--- src/rtl/vic_pkg.sv ---
package vic_pkg;
  localparam int BUS_AW = 6;
  localparam int BUS_DW = 32;
  localparam int SLOT_EN_BIT = 5;
  localparam int CTL_W = 6;

  localparam logic [BUS_AW-1:0] A_STAT  = 6'd0;
  localparam logic [BUS_AW-1:0] A_RAW   = 6'd1;
  localparam logic [BUS_AW-1:0] A_ENSET = 6'd2;
  localparam logic [BUS_AW-1:0] A_ENCLR = 6'd3;
  localparam logic [BUS_AW-1:0] A_SWSET = 6'd4;
  localparam logic [BUS_AW-1:0] A_SWCLR = 6'd5;
  localparam logic [BUS_AW-1:0] A_PROT  = 6'd6;
  localparam logic [BUS_AW-1:0] A_VEC   = 6'd7;
  localparam logic [BUS_AW-1:0] A_DEF   = 6'd8;
  localparam int A_SCTL_BASE = 16;
  localparam int A_SADR_BASE = 32;
endpackage

--- src/rtl/vic_regs.sv ---
module vic_regs
  import vic_pkg::*;
#(
  parameter int NUM_SRC  = 32,
  parameter int NUM_SLOT = 16
) (
  input  logic                              clk,
  input  logic                              rst_n,
  input  logic                              acc_ok,
  input  logic                              sel,
  input  logic                              wr,
  input  logic [BUS_AW-1:0]                 addr,
  input  logic [BUS_DW-1:0]                 wdata,
  input  logic [NUM_SRC-1:0]                irq_hw,
  input  logic [BUS_DW-1:0]                 vec_adr,
  output logic [BUS_DW-1:0]                 rdata,
  output logic [NUM_SRC-1:0]                act,
  output logic                              prot,
  output logic [NUM_SLOT-1:0][CTL_W-1:0]    slot_ctl,
  output logic [NUM_SLOT-1:0][BUS_DW-1:0]   slot_adr,
  output logic [BUS_DW-1:0]                 def_adr,
  output logic                              vec_rd,
  output logic                              eoi
);
  logic [NUM_SRC-1:0] en_q, sw_q, raw;
  logic wr_ok, rd_ok;

  assign wr_ok  = sel & wr & acc_ok;
  assign rd_ok  = sel & ~wr & acc_ok;
  assign raw    = irq_hw | sw_q;
  assign act    = raw & en_q;
  assign vec_rd = rd_ok & (addr == A_VEC);
  assign eoi    = wr_ok & (addr == A_VEC);

  always_ff @(posedge clk or negedge rst_n) begin
    if (!rst_n) begin
      en_q    <= '0;
      sw_q    <= '0;
      prot    <= 1'b0;
      def_adr <= '0;
    end else if (wr_ok) begin
      case (addr)
        A_ENSET: en_q    <= en_q | wdata[NUM_SRC-1:0];
        A_ENCLR: en_q    <= en_q & ~wdata[NUM_SRC-1:0];
        A_SWSET: sw_q    <= sw_q | wdata[NUM_SRC-1:0];
        A_SWCLR: sw_q    <= sw_q & ~wdata[NUM_SRC-1:0];
        A_PROT:  prot    <= wdata[0];
        A_DEF:   def_adr <= wdata;
        default: ;
      endcase
    end
  end

  for (genvar k = 0; k < NUM_SLOT; k++) begin : g_slot
    localparam logic [BUS_AW-1:0] CTL_A = BUS_AW'(A_SCTL_BASE + k);
    localparam logic [BUS_AW-1:0] ADR_A = BUS_AW'(A_SADR_BASE + k);
    always_ff @(posedge clk or negedge rst_n) begin
      if (!rst_n) begin
        slot_ctl[k] <= '0;
        slot_adr[k] <= '0;
      end else if (wr_ok) begin
        if (addr == CTL_A) slot_ctl[k] <= wdata[CTL_W-1:0];
        if (addr == ADR_A) slot_adr[k] <= wdata;
      end
    end
  end

  always_comb begin
    rdata = '0;
    if (rd_ok) begin
      case (addr)
        A_STAT:           rdata = BUS_DW'(act);
        A_RAW:            rdata = BUS_DW'(raw);
        A_ENSET, A_ENCLR: rdata = BUS_DW'(en_q);
        A_SWSET, A_SWCLR: rdata = BUS_DW'(sw_q);
        A_PROT:           rdata = BUS_DW'(prot);
        A_VEC:            rdata = vec_adr;
        A_DEF:            rdata = def_adr;
        default: begin
          for (int k = 0; k < NUM_SLOT; k++) begin
            if (addr == BUS_AW'(A_SCTL_BASE + k)) rdata = BUS_DW'(slot_ctl[k]);
            if (addr == BUS_AW'(A_SADR_BASE + k)) rdata = slot_adr[k];
          end
        end
      endcase
    end
  end

  p_blocked_wr_enable_r9: assert property (@(posedge clk) disable iff (!rst_n)
    (sel && wr && !acc_ok) |=> $stable(en_q) && $stable(sw_q) && $stable(prot));

  p_enclr_clears_r6: assert property (@(posedge clk) disable iff (!rst_n)
    (wr_ok && addr == A_ENCLR) |=> ((en_q & $past(wdata[NUM_SRC-1:0])) == '0));

  p_swset_sets_r7: assert property (@(posedge clk) disable iff (!rst_n)
    (wr_ok && addr == A_SWSET) |=> ((raw & $past(wdata[NUM_SRC-1:0])) == $past(wdata[NUM_SRC-1:0])));
endmodule

--- src/rtl/vic_arb.sv ---
module vic_arb
  import vic_pkg::*;
#(
  parameter int NUM_SRC  = 32,
  parameter int NUM_SLOT = 16,
  localparam int SRC_W = $clog2(NUM_SRC),
  localparam int LVL_W = $clog2(NUM_SLOT + 2)
) (
  input  logic                            clk,
  input  logic                            rst_n,
  input  logic [NUM_SRC-1:0]              act,
  input  logic [NUM_SLOT-1:0][CTL_W-1:0]  slot_ctl,
  input  logic [NUM_SLOT-1:0][BUS_DW-1:0] slot_adr,
  input  logic [BUS_DW-1:0]               def_adr,
  input  logic [LVL_W-1:0]                lvl,
  output logic                            irq,
  output logic                            win_any,
  output logic [LVL_W-1:0]                win_lvl,
  output logic [BUS_DW-1:0]               win_adr
);
  localparam logic [LVL_W-1:0] LVL_DEF  = LVL_W'(NUM_SLOT);
  localparam logic [LVL_W-1:0] LVL_IDLE = LVL_W'(NUM_SLOT + 1);

  logic [NUM_SLOT-1:0] hit, grant;
  logic [NUM_SRC-1:0]  covered, unslotted;
  logic                hit_any, def_req;

  for (genvar k = 0; k < NUM_SLOT; k++) begin : g_hit
    logic [SRC_W-1:0] src;
    logic             on;
    assign src    = slot_ctl[k][SRC_W-1:0];
    assign on     = slot_ctl[k][SLOT_EN_BIT];
    assign hit[k] = on & act[src] & (LVL_W'(k) < lvl);
  end

  always_comb begin
    covered = '0;
    for (int k = 0; k < NUM_SLOT; k++)
      if (slot_ctl[k][SLOT_EN_BIT]) covered[slot_ctl[k][SRC_W-1:0]] = 1'b1;
  end

  assign unslotted = act & ~covered;
  assign hit_any   = |hit;
  assign def_req   = (|unslotted) & (lvl == LVL_IDLE);
  assign grant     = hit & ~(hit - NUM_SLOT'(1));

  always_comb begin
    win_lvl = LVL_DEF;
    win_adr = def_adr;
    for (int k = NUM_SLOT - 1; k >= 0; k--) begin
      if (hit[k]) begin
        win_lvl = LVL_W'(k);
        win_adr = slot_adr[k];
      end
    end
  end

  assign win_any = hit_any | def_req;
  assign irq     = win_any;

  p_one_grant_r3: assert property (@(posedge clk) disable iff (!rst_n)
    $onehot0(grant) && (hit_any == (grant != '0)));

  p_winner_unmasked_r8: assert property (@(posedge clk) disable iff (!rst_n)
    hit_any |-> (win_lvl < lvl));

  p_default_needs_unslotted_r4: assert property (@(posedge clk) disable iff (!rst_n)
    (win_any && !hit_any) |-> (|unslotted));
endmodule

--- src/rtl/vic_level.sv ---
module vic_level #(
  parameter int NUM_SLOT = 16,
  localparam int LVL_W = $clog2(NUM_SLOT + 2)
) (
  input  logic             clk,
  input  logic             rst_n,
  input  logic             vec_rd,
  input  logic             eoi,
  input  logic             win_any,
  input  logic [LVL_W-1:0] win_lvl,
  output logic [LVL_W-1:0] lvl
);
  localparam logic [LVL_W-1:0] LVL_IDLE = LVL_W'(NUM_SLOT + 1);

  always_ff @(posedge clk or negedge rst_n) begin
    if (!rst_n)                 lvl <= LVL_IDLE;
    else if (eoi)               lvl <= LVL_IDLE;
    else if (vec_rd && win_any) lvl <= win_lvl;
  end

  p_eoi_unmasks_r8: assert property (@(posedge clk) disable iff (!rst_n)
    eoi |=> (lvl == LVL_IDLE));

  p_level_only_rises_r8: assert property (@(posedge clk) disable iff (!rst_n)
    (lvl != $past(lvl)) |-> ((lvl < $past(lvl)) || (lvl == LVL_IDLE)));
endmodule

--- src/rtl/vec_irq_ctrl.sv ---
module vec_irq_ctrl
  import vic_pkg::*;
#(
  parameter int NUM_SRC  = 32,
  parameter int NUM_SLOT = 16,
  localparam int LVL_W = $clog2(NUM_SLOT + 2)
) (
  input  logic                 clk,
  input  logic                 rst_n,
  input  logic [NUM_SRC-1:0]   irq_src_i,
  input  logic                 bus_sel_i,
  input  logic                 bus_wr_i,
  input  logic                 bus_priv_i,
  input  logic [BUS_AW-1:0]    bus_addr_i,
  input  logic [BUS_DW-1:0]    bus_wdata_i,
  output logic [BUS_DW-1:0]    bus_rdata_o,
  output logic                 irq_o
);
  logic [NUM_SRC-1:0]              act;
  logic                            prot, acc_ok, vec_rd, eoi, win_any;
  logic [NUM_SLOT-1:0][CTL_W-1:0]  slot_ctl;
  logic [NUM_SLOT-1:0][BUS_DW-1:0] slot_adr;
  logic [BUS_DW-1:0]               def_adr, win_adr;
  logic [LVL_W-1:0]                lvl, win_lvl;

  assign acc_ok = ~prot | bus_priv_i;

  vic_regs #(.NUM_SRC(NUM_SRC), .NUM_SLOT(NUM_SLOT)) u_regs (
    .clk(clk), .rst_n(rst_n), .acc_ok(acc_ok), .sel(bus_sel_i), .wr(bus_wr_i),
    .addr(bus_addr_i), .wdata(bus_wdata_i), .irq_hw(irq_src_i), .vec_adr(win_adr),
    .rdata(bus_rdata_o), .act(act), .prot(prot), .slot_ctl(slot_ctl),
    .slot_adr(slot_adr), .def_adr(def_adr), .vec_rd(vec_rd), .eoi(eoi)
  );

  vic_arb #(.NUM_SRC(NUM_SRC), .NUM_SLOT(NUM_SLOT)) u_arb (
    .clk(clk), .rst_n(rst_n), .act(act), .slot_ctl(slot_ctl), .slot_adr(slot_adr),
    .def_adr(def_adr), .lvl(lvl), .irq(irq_o), .win_any(win_any),
    .win_lvl(win_lvl), .win_adr(win_adr)
  );

  vic_level #(.NUM_SLOT(NUM_SLOT)) u_level (
    .clk(clk), .rst_n(rst_n), .vec_rd(vec_rd), .eoi(eoi), .win_any(win_any),
    .win_lvl(win_lvl), .lvl(lvl)
  );

  p_irq_has_cause_r10: assert property (@(posedge clk) disable iff (!rst_n)
    irq_o |-> (|act));

  p_blocked_read_zero_r9: assert property (@(posedge clk) disable iff (!rst_n)
    (bus_sel_i && !bus_wr_i && prot && !bus_priv_i) |-> (bus_rdata_o == '0));
endmodule

--- config.mk ---
export PLATFORM = sky130hd
export DESIGN_NAME = vec_irq_ctrl
export DESIGN_NICKNAME = d
export VERILOG_FILES = /design/src/rtl/vic_pkg.sv /design/src/rtl/vic_regs.sv /design/src/rtl/vic_arb.sv /design/src/rtl/vic_level.sv /design/src/rtl/vec_irq_ctrl.sv
export SDC_FILE = /design/constraint.sdc
export NUM_CORES = 2
export LEC_CHECK = 0
export BUFFER_PORTS_ARGS = -buffer_cell sky130_fd_sc_hd__buf_2
export CAP_MARGIN = 5
export CORE_AREA = 2 2 383 385
export CTS_BUF_LIST = sky130_fd_sc_hd__clkbuf_8
export CTS_CLUSTER_DIAMETER = 200
export DETAILED_ROUTE_END_ITERATION = 8
export DIE_AREA = 0 0 385 387
export SYNTH_ARGS = -nofsm -noshare
export SYNTH_HDL_FRONTEND = slang
export SYNTH_SLANG_ARGS = --single-unit
--- constraint.sdc ---
create_clock -name clk -period 3.33 [get_ports clk]
set_input_delay 0.1665 -clock clk [delete_from_list [all_inputs] [get_ports clk]]
set_output_delay 0.1665 -clock clk [all_outputs]
set_load 0.005 [all_outputs]
# --- After elaboration in Yosys (flattened, before gate mapping) ---
# Index checks and enable logic that the tools add are counted.
totals:
  out_inout_bits: 33
  word_cells: 404
  ff_bits: 710
  inputBits: 75
classes:
  eq_ne: 41
  n_mux: 150
  order_cmp: 48
  n_bitwise: 67
  n_reduce_logical: 61
ops:
  columns: ["operator", "n"]
  rows:
  - ["$mux 32", 64]
  - ["$or 32x32->32", 18]
  - ["$pmux 32 s7", 1]
  - ["$and 32x32->32", 4]
  - ["$pmux 32 s2", 2]
  - ["$eq 6x5->1 const B", 16]
  - ["$eq 6x6->1 const B", 16]
  - ["$lt 5x6->1 const B", 16]
  - ["$mux 5", 18]
  - ["$bmux 1 s5", 16]
  - ["$demux 1 s5", 16]
  - ["$ge 5x1->1 const B", 16]
  - ["$reduce_and 2->1", 36]
  - ["$not 32->32", 2]
  - ["$lt 4x5->1 const A", 8]
  - ["$and 1x1->1", 39]
  - ["$mux 1", 32]
  - ["$reduce_or 32->1", 1]
  - ["$eq 6x3->1 const B", 4]
  - ["$lt 3x5->1 const A", 4]
  - ["$logic_and 1x1->1", 17]
  - ["$reduce_or 16->1", 1]
  - ["$eq 6x2->1 const B", 2]
  - ["$lt 1x5->1 const A", 2]
  - ["10 further kinds", 16]

# --- Logic depth before layout (Yosys ltp) ---
logic_depth:
  ltp_word: 43
  ltp_mapped: 15
  mapped_depth_nobuf: 10

# --- Hierarchy ---
# From an unflattened synthesis, not the netlist that was laid out.
unflattened:
  hier_cells: 4839
  area_unflattened_um2: 47212.8
modules_own_cells:
  columns: ["module", "instances", "seq_area_each_um2", "cells_per_inst", "area_per_inst_um2"]
  rows:
  - ["vic_regs", 1, 17641.9, 2649, 32408.6]
  - ["vic_arb", 1, 0.0, 2168, 14554.0]
  - ["vic_level", 1, 127.6, 21, 244.0]
  - ["vec_irq_ctrl", 1, 0.0, 1, 6.3]

# --- Worst setup path after synthesis ---
# No wires, ideal clock.
synth_timing:
  path_kind: "register to output"
  start: "register u_level.lvl[4]"
  end: "output bus_rdata_o[18]"
  slack_ps: 163
  path_stages_with_launch: 14
  arrival_time_ps: 3001
  path_buffers: 3
  required_time_ps: 3164
  cell_sequence: "dfstp_2 > clkbuf_1 > a211oi_1 > a311oi_1 > o31ai_1 > a2111o_1 > or3_1 > buf_2 > nand2_2 > buf_2 > o221ai_1 > a311oi_1 > o221ai_1 > a41oi_1"
synth_between:
  elab_chain_cells: 20
  word_cells_on_any_way: 50
  classes_between: "order compare: 16; mux: 18; bitwise: 16"
synth_lines:
  columns: ["item", "line_no", "rtl"]
  rows:
  - ["start: declaration", "vic_level.sv:11", "output logic [LVL_W-1:0] lvl"]
  - ["start signal: assignment", "vic_level.sv:18", "else if (vec_rd && win_any) lvl <= win_lvl;"]
  - ["$lt 4x5->1", "vic_arb.sv:33", "assign hit[k] = on & act[src] & (LVL_W'(k) < lvl);"]
  - ["$and 1x1->1", "vic_arb.sv:33", null]
  - ["$mux 32 (15 in series)", "vic_arb.sv:51", "if (hit[k]) begin"]
  - ["$mux 32 (*)", "vic_arb.sv:51", null]
  - ["$pmux 32 s7 (*)", "vic_regs.sv:71", "case (addr)"]
  - ["$mux 32 (*)", "vic_regs.sv:70", "if (rd_ok) begin"]
  - ["end: declaration", "vec_irq_ctrl.sv:16", "output logic [BUS_DW-1:0] bus_rdata_o,"]
# Mark *: on every way between the ends. The rest lies on a longest branch, timed or not.

==> results.md <==
* CP max FO at 7
* Starting density of the core at 0.329
* CP arrival at 4650 ps
* Post-Syn Instances at 4994
* Final Cycle Share at 1.45
* Status: finished, violations left
* Sequential fraction of the synthesis area at 0.373
* RSZ-0062 raised after global routing: yes
* Vias in the first global route at 55300
* Mapped cell area at 47600 um^2
* PortBufs at 107
* IO Pins at 108
* Worst setup margin at -1490 ps
* CTS H-tree depth at 4
* Initial DRT Pass Iterations at 9
* Syn nets at 5069
* Flop-to-flop setup slack at -490 ps
* Sum of negative setup slack at -44250 ps
* Hold WS at 96.3 ps
* Final WL at 372000 um
* Sequential cell area at 17800 um^2
* Failing checks: setup timing
* Total core area at 145000 um^2
* FILL cells at 13400
* Clk_lat worst skew at 920 ps
* Final Max Slew Viols at 0
* First-pass GRT wire length at 491000 um
* Core Util, Final at 0.493
* # nets final at 6516
* Pwr Density at 338 nW/um^2
* Min-Delay Path Class: input port to asynchronous set/reset pin
* DIE HEIGHT at 387 um
* Worst IR Drop VDD at 0.422 mV
* Initial antenna violation count at 35
* Area of the multi-input gates at 30800 um^2
* Detail Route Antenna Nets at 0
* Seq cells post-synth at 710
* Crit end category: primary output
* Total power at 24.1 mW
* Vias post-DR at 57600
* Ys Warns at 0
* Initial DRC count at 8261
* CTS clk-pin slew, worst paths at 60 ps
* Largest net degree at the start of global routing at 161
* Drt via density at 6.80
* Post-route DRC at 0
* Maximum clock rate at 207 MHz
* Worst Tran Pin Value at 1350 ps
* Share of the synthesized area in the top cell type at 0.372
* Post-DP HPWL at 286000 um
* Root buf cell: clkbuf_8
* Mean routed wirelength per cell at 43.9 um
* Setup WS pre-CTS at -1700 ps
* Share of layout cells above drive strength 1 at 0.496
* Syn avg cell area at 9.54 um^2
* Cell variety after synth at 101
* Leading area contributor after synthesis: dfrtp_1
* Final Skew at 36.3 ps
* Crit path kind: register to primary output
* Top FF cell, synth: dfrtp_1
* Width of the die at 385 um
* Worst slew margin at 0.101
* Post-synthesis async set-or-reset flop share at 1.00
* Endpoints failing hold at 0
* Gr ovfl total at 0
* Clock tree from TritonCTS: done
* Clk sink count at 710
* Total track usage at 0.484
* Crit path required time at 3160 ps
* Routability congestion estimate at 1.10
* CTS Buf Count at 134
* CP startpoint kind: register
* Die ar. at 149000 um^2
* Synth-to-layout area growth at 49.8%
* Final worst path period need at 4820 ps
* # setup viols final at 38
* Max_cap viols at 0
* Pleak at 31.5 nW
* Top post-synthesis cells by area: dfrtp_1 (37%), mux2_2 (14%), clkbuf_1 (3.4%)
* Post-synth EDFFs at 0
* Site row count at 140
* Clock Tree Buf Depth at 3
==> kinds of logic (layout without fill, tap and decap cells) <==
kind of cell / Yosys count / in the layout / synth area share
multiplexers: 747 / 747 / 0.187
flip-flops: 710 / 710 / 0.373
other: 0 / 19 / 0
AO/OA/AOI/OAI: 1631 / 1631 / 0.243
buffers and inverters: 598 / 2140 / 0.0501
XOR/XNOR: 1 / 1 / 0.000184
AND/OR/NAND/NOR: 1307 / 1307 / 0.146
==> critical path: stages, from the launching register on <==
cell and delay, ps:
dfrtp_2 420, buf_6 120, buf_6 120, buf_6 120
o211ai_1 460, buf_4 210, o211ai_1 90, a21oi_2 160
nor4_2 60, o211ai_1 160, clkbuf_16 250, and2_4 180
o211ai_1 160, a211o_1 380, a221oi_4 540, buf_4 210
buf_6 90
==> repair_timing <==
item,4_1_cts,5_1_grt
endpoints found under the hold margin,1250,0
gates resized for setup,588,292
endpoints found under the setup margin,38,38
pin swaps,161,175
cloned,6,2
buffers inserted,100,83
hold buffers,37,0
==> cell type report <==
cell class	count	area share
sequential	710	0.249
multi-input combinational	3686	0.432
clock inverter	68	0.00643
antenna	19	0.000666
timing repair buffer	1861	0.244
inverter	48	0.00261
tap	1917	0.0336
clock buffer	163	0.0314
==> layout by cell type (no fill, tap or decap), types with 34 or more instances in the layout <==
cell,instances
buf_4,1349
dfrtp_1,685
mux2_2,612
nor2_1,326
nand2_1,229
buf_12,224
o22ai_1,209
a21oi_1,198
o21ai_0,175
clkbuf_8,163
a22oi_1,135
buf_6,127
buf_2,95
nand3_1,89
inv_1,81
o211ai_1,80
a31oi_1,71
a221oi_1,70
mux2i_1,69
o2111ai_1,58
nor3_1,57
o221ai_1,57
mux4_2,55
nand4_1,50
nand4b_1,49
nand2b_1,42
nor2_4,41
dlygate4sd3_1,37
a21o_1,36
nor4_1,35
a211oi_1,34
==> power breakdown <==
part,switching [mW],internal [mW]
Sequential,0.570,9.09
Combinational,3.24,2.22
Clock,4.42,4.59
==> sequential cells by signal, summed over array words and instances, names as in the netlist, named ones only <==
| register | flops |
|---|---|
| u_level.lvl | 5 |
| u_regs.slot_adr | 512 |
| u_regs.prot | 1 |
| u_regs.slot_ctl | 96 |
| u_regs.def_adr | 32 |
==> final timing paths <==
path | start | endpoint | cells after the start
min in group clk | bus_priv_i | u_level.lvl[3] | 7
max in group asynchronous | rst_n | u_regs.slot_ctl[87] | 3
setup reg to reg | u_regs.slot_ctl[9] | u_level.lvl[0] | 19
setup / recovery | register | bus_rdata_o[0] | 16
hold / removal | rst_n | u_regs.def_adr[29] | 3
hold reg to reg | u_regs.slot_adr[281] | u_regs.slot_adr[281] | 1
==> routing by layer <==
layer,global-route usage,part of all wire,vias up
li1,-,-,22500
met1,0.570,0.36,28900
met2,0.726,0.43,4589
met3,0.137,0.10,1569
met4,0.402,0.11,22
met5,0.0104,0.00095,-
==> per-stage QoR <==
stage	instance area [um^2]	cells
2_1_floorplan	47600	4994
3_3_place_gp	62800	8026
6_report	71400	8472
4_1_cts	69400	8389
3_5_place_dp	62800	8026
5_1_grt	71300	8457
==> Yosys cell counts, types with 23 or more instances <==
master and n:
inv_1 46, a221oi_1 76, o21a_1 28, mux2i_1 79, nand2_1 255, nor4_1 64, o21ai_0 209, a211o_1 27
nand4b_1 49, nor2b_1 32, nor2_1 380, o32ai_1 28, a21o_1 36, a22oi_1 137, nand3_1 101, o22ai_1 241
a22o_1 33, o221ai_1 86, nand4_1 50, and3_1 26, nand2b_1 54, nor3_1 81, o211ai_1 80, buf_1 33
mux4_2 55, buf_2 69, a31oi_1 77, dfrtp_1 708, mux2_2 613, clkbuf_1 435, a211oi_1 49, a221o_1 30
o21ai_1 23, a21oi_1 220, a222oi_1 23, o2111ai_1 65
Power figures use the tool's default switching activity.
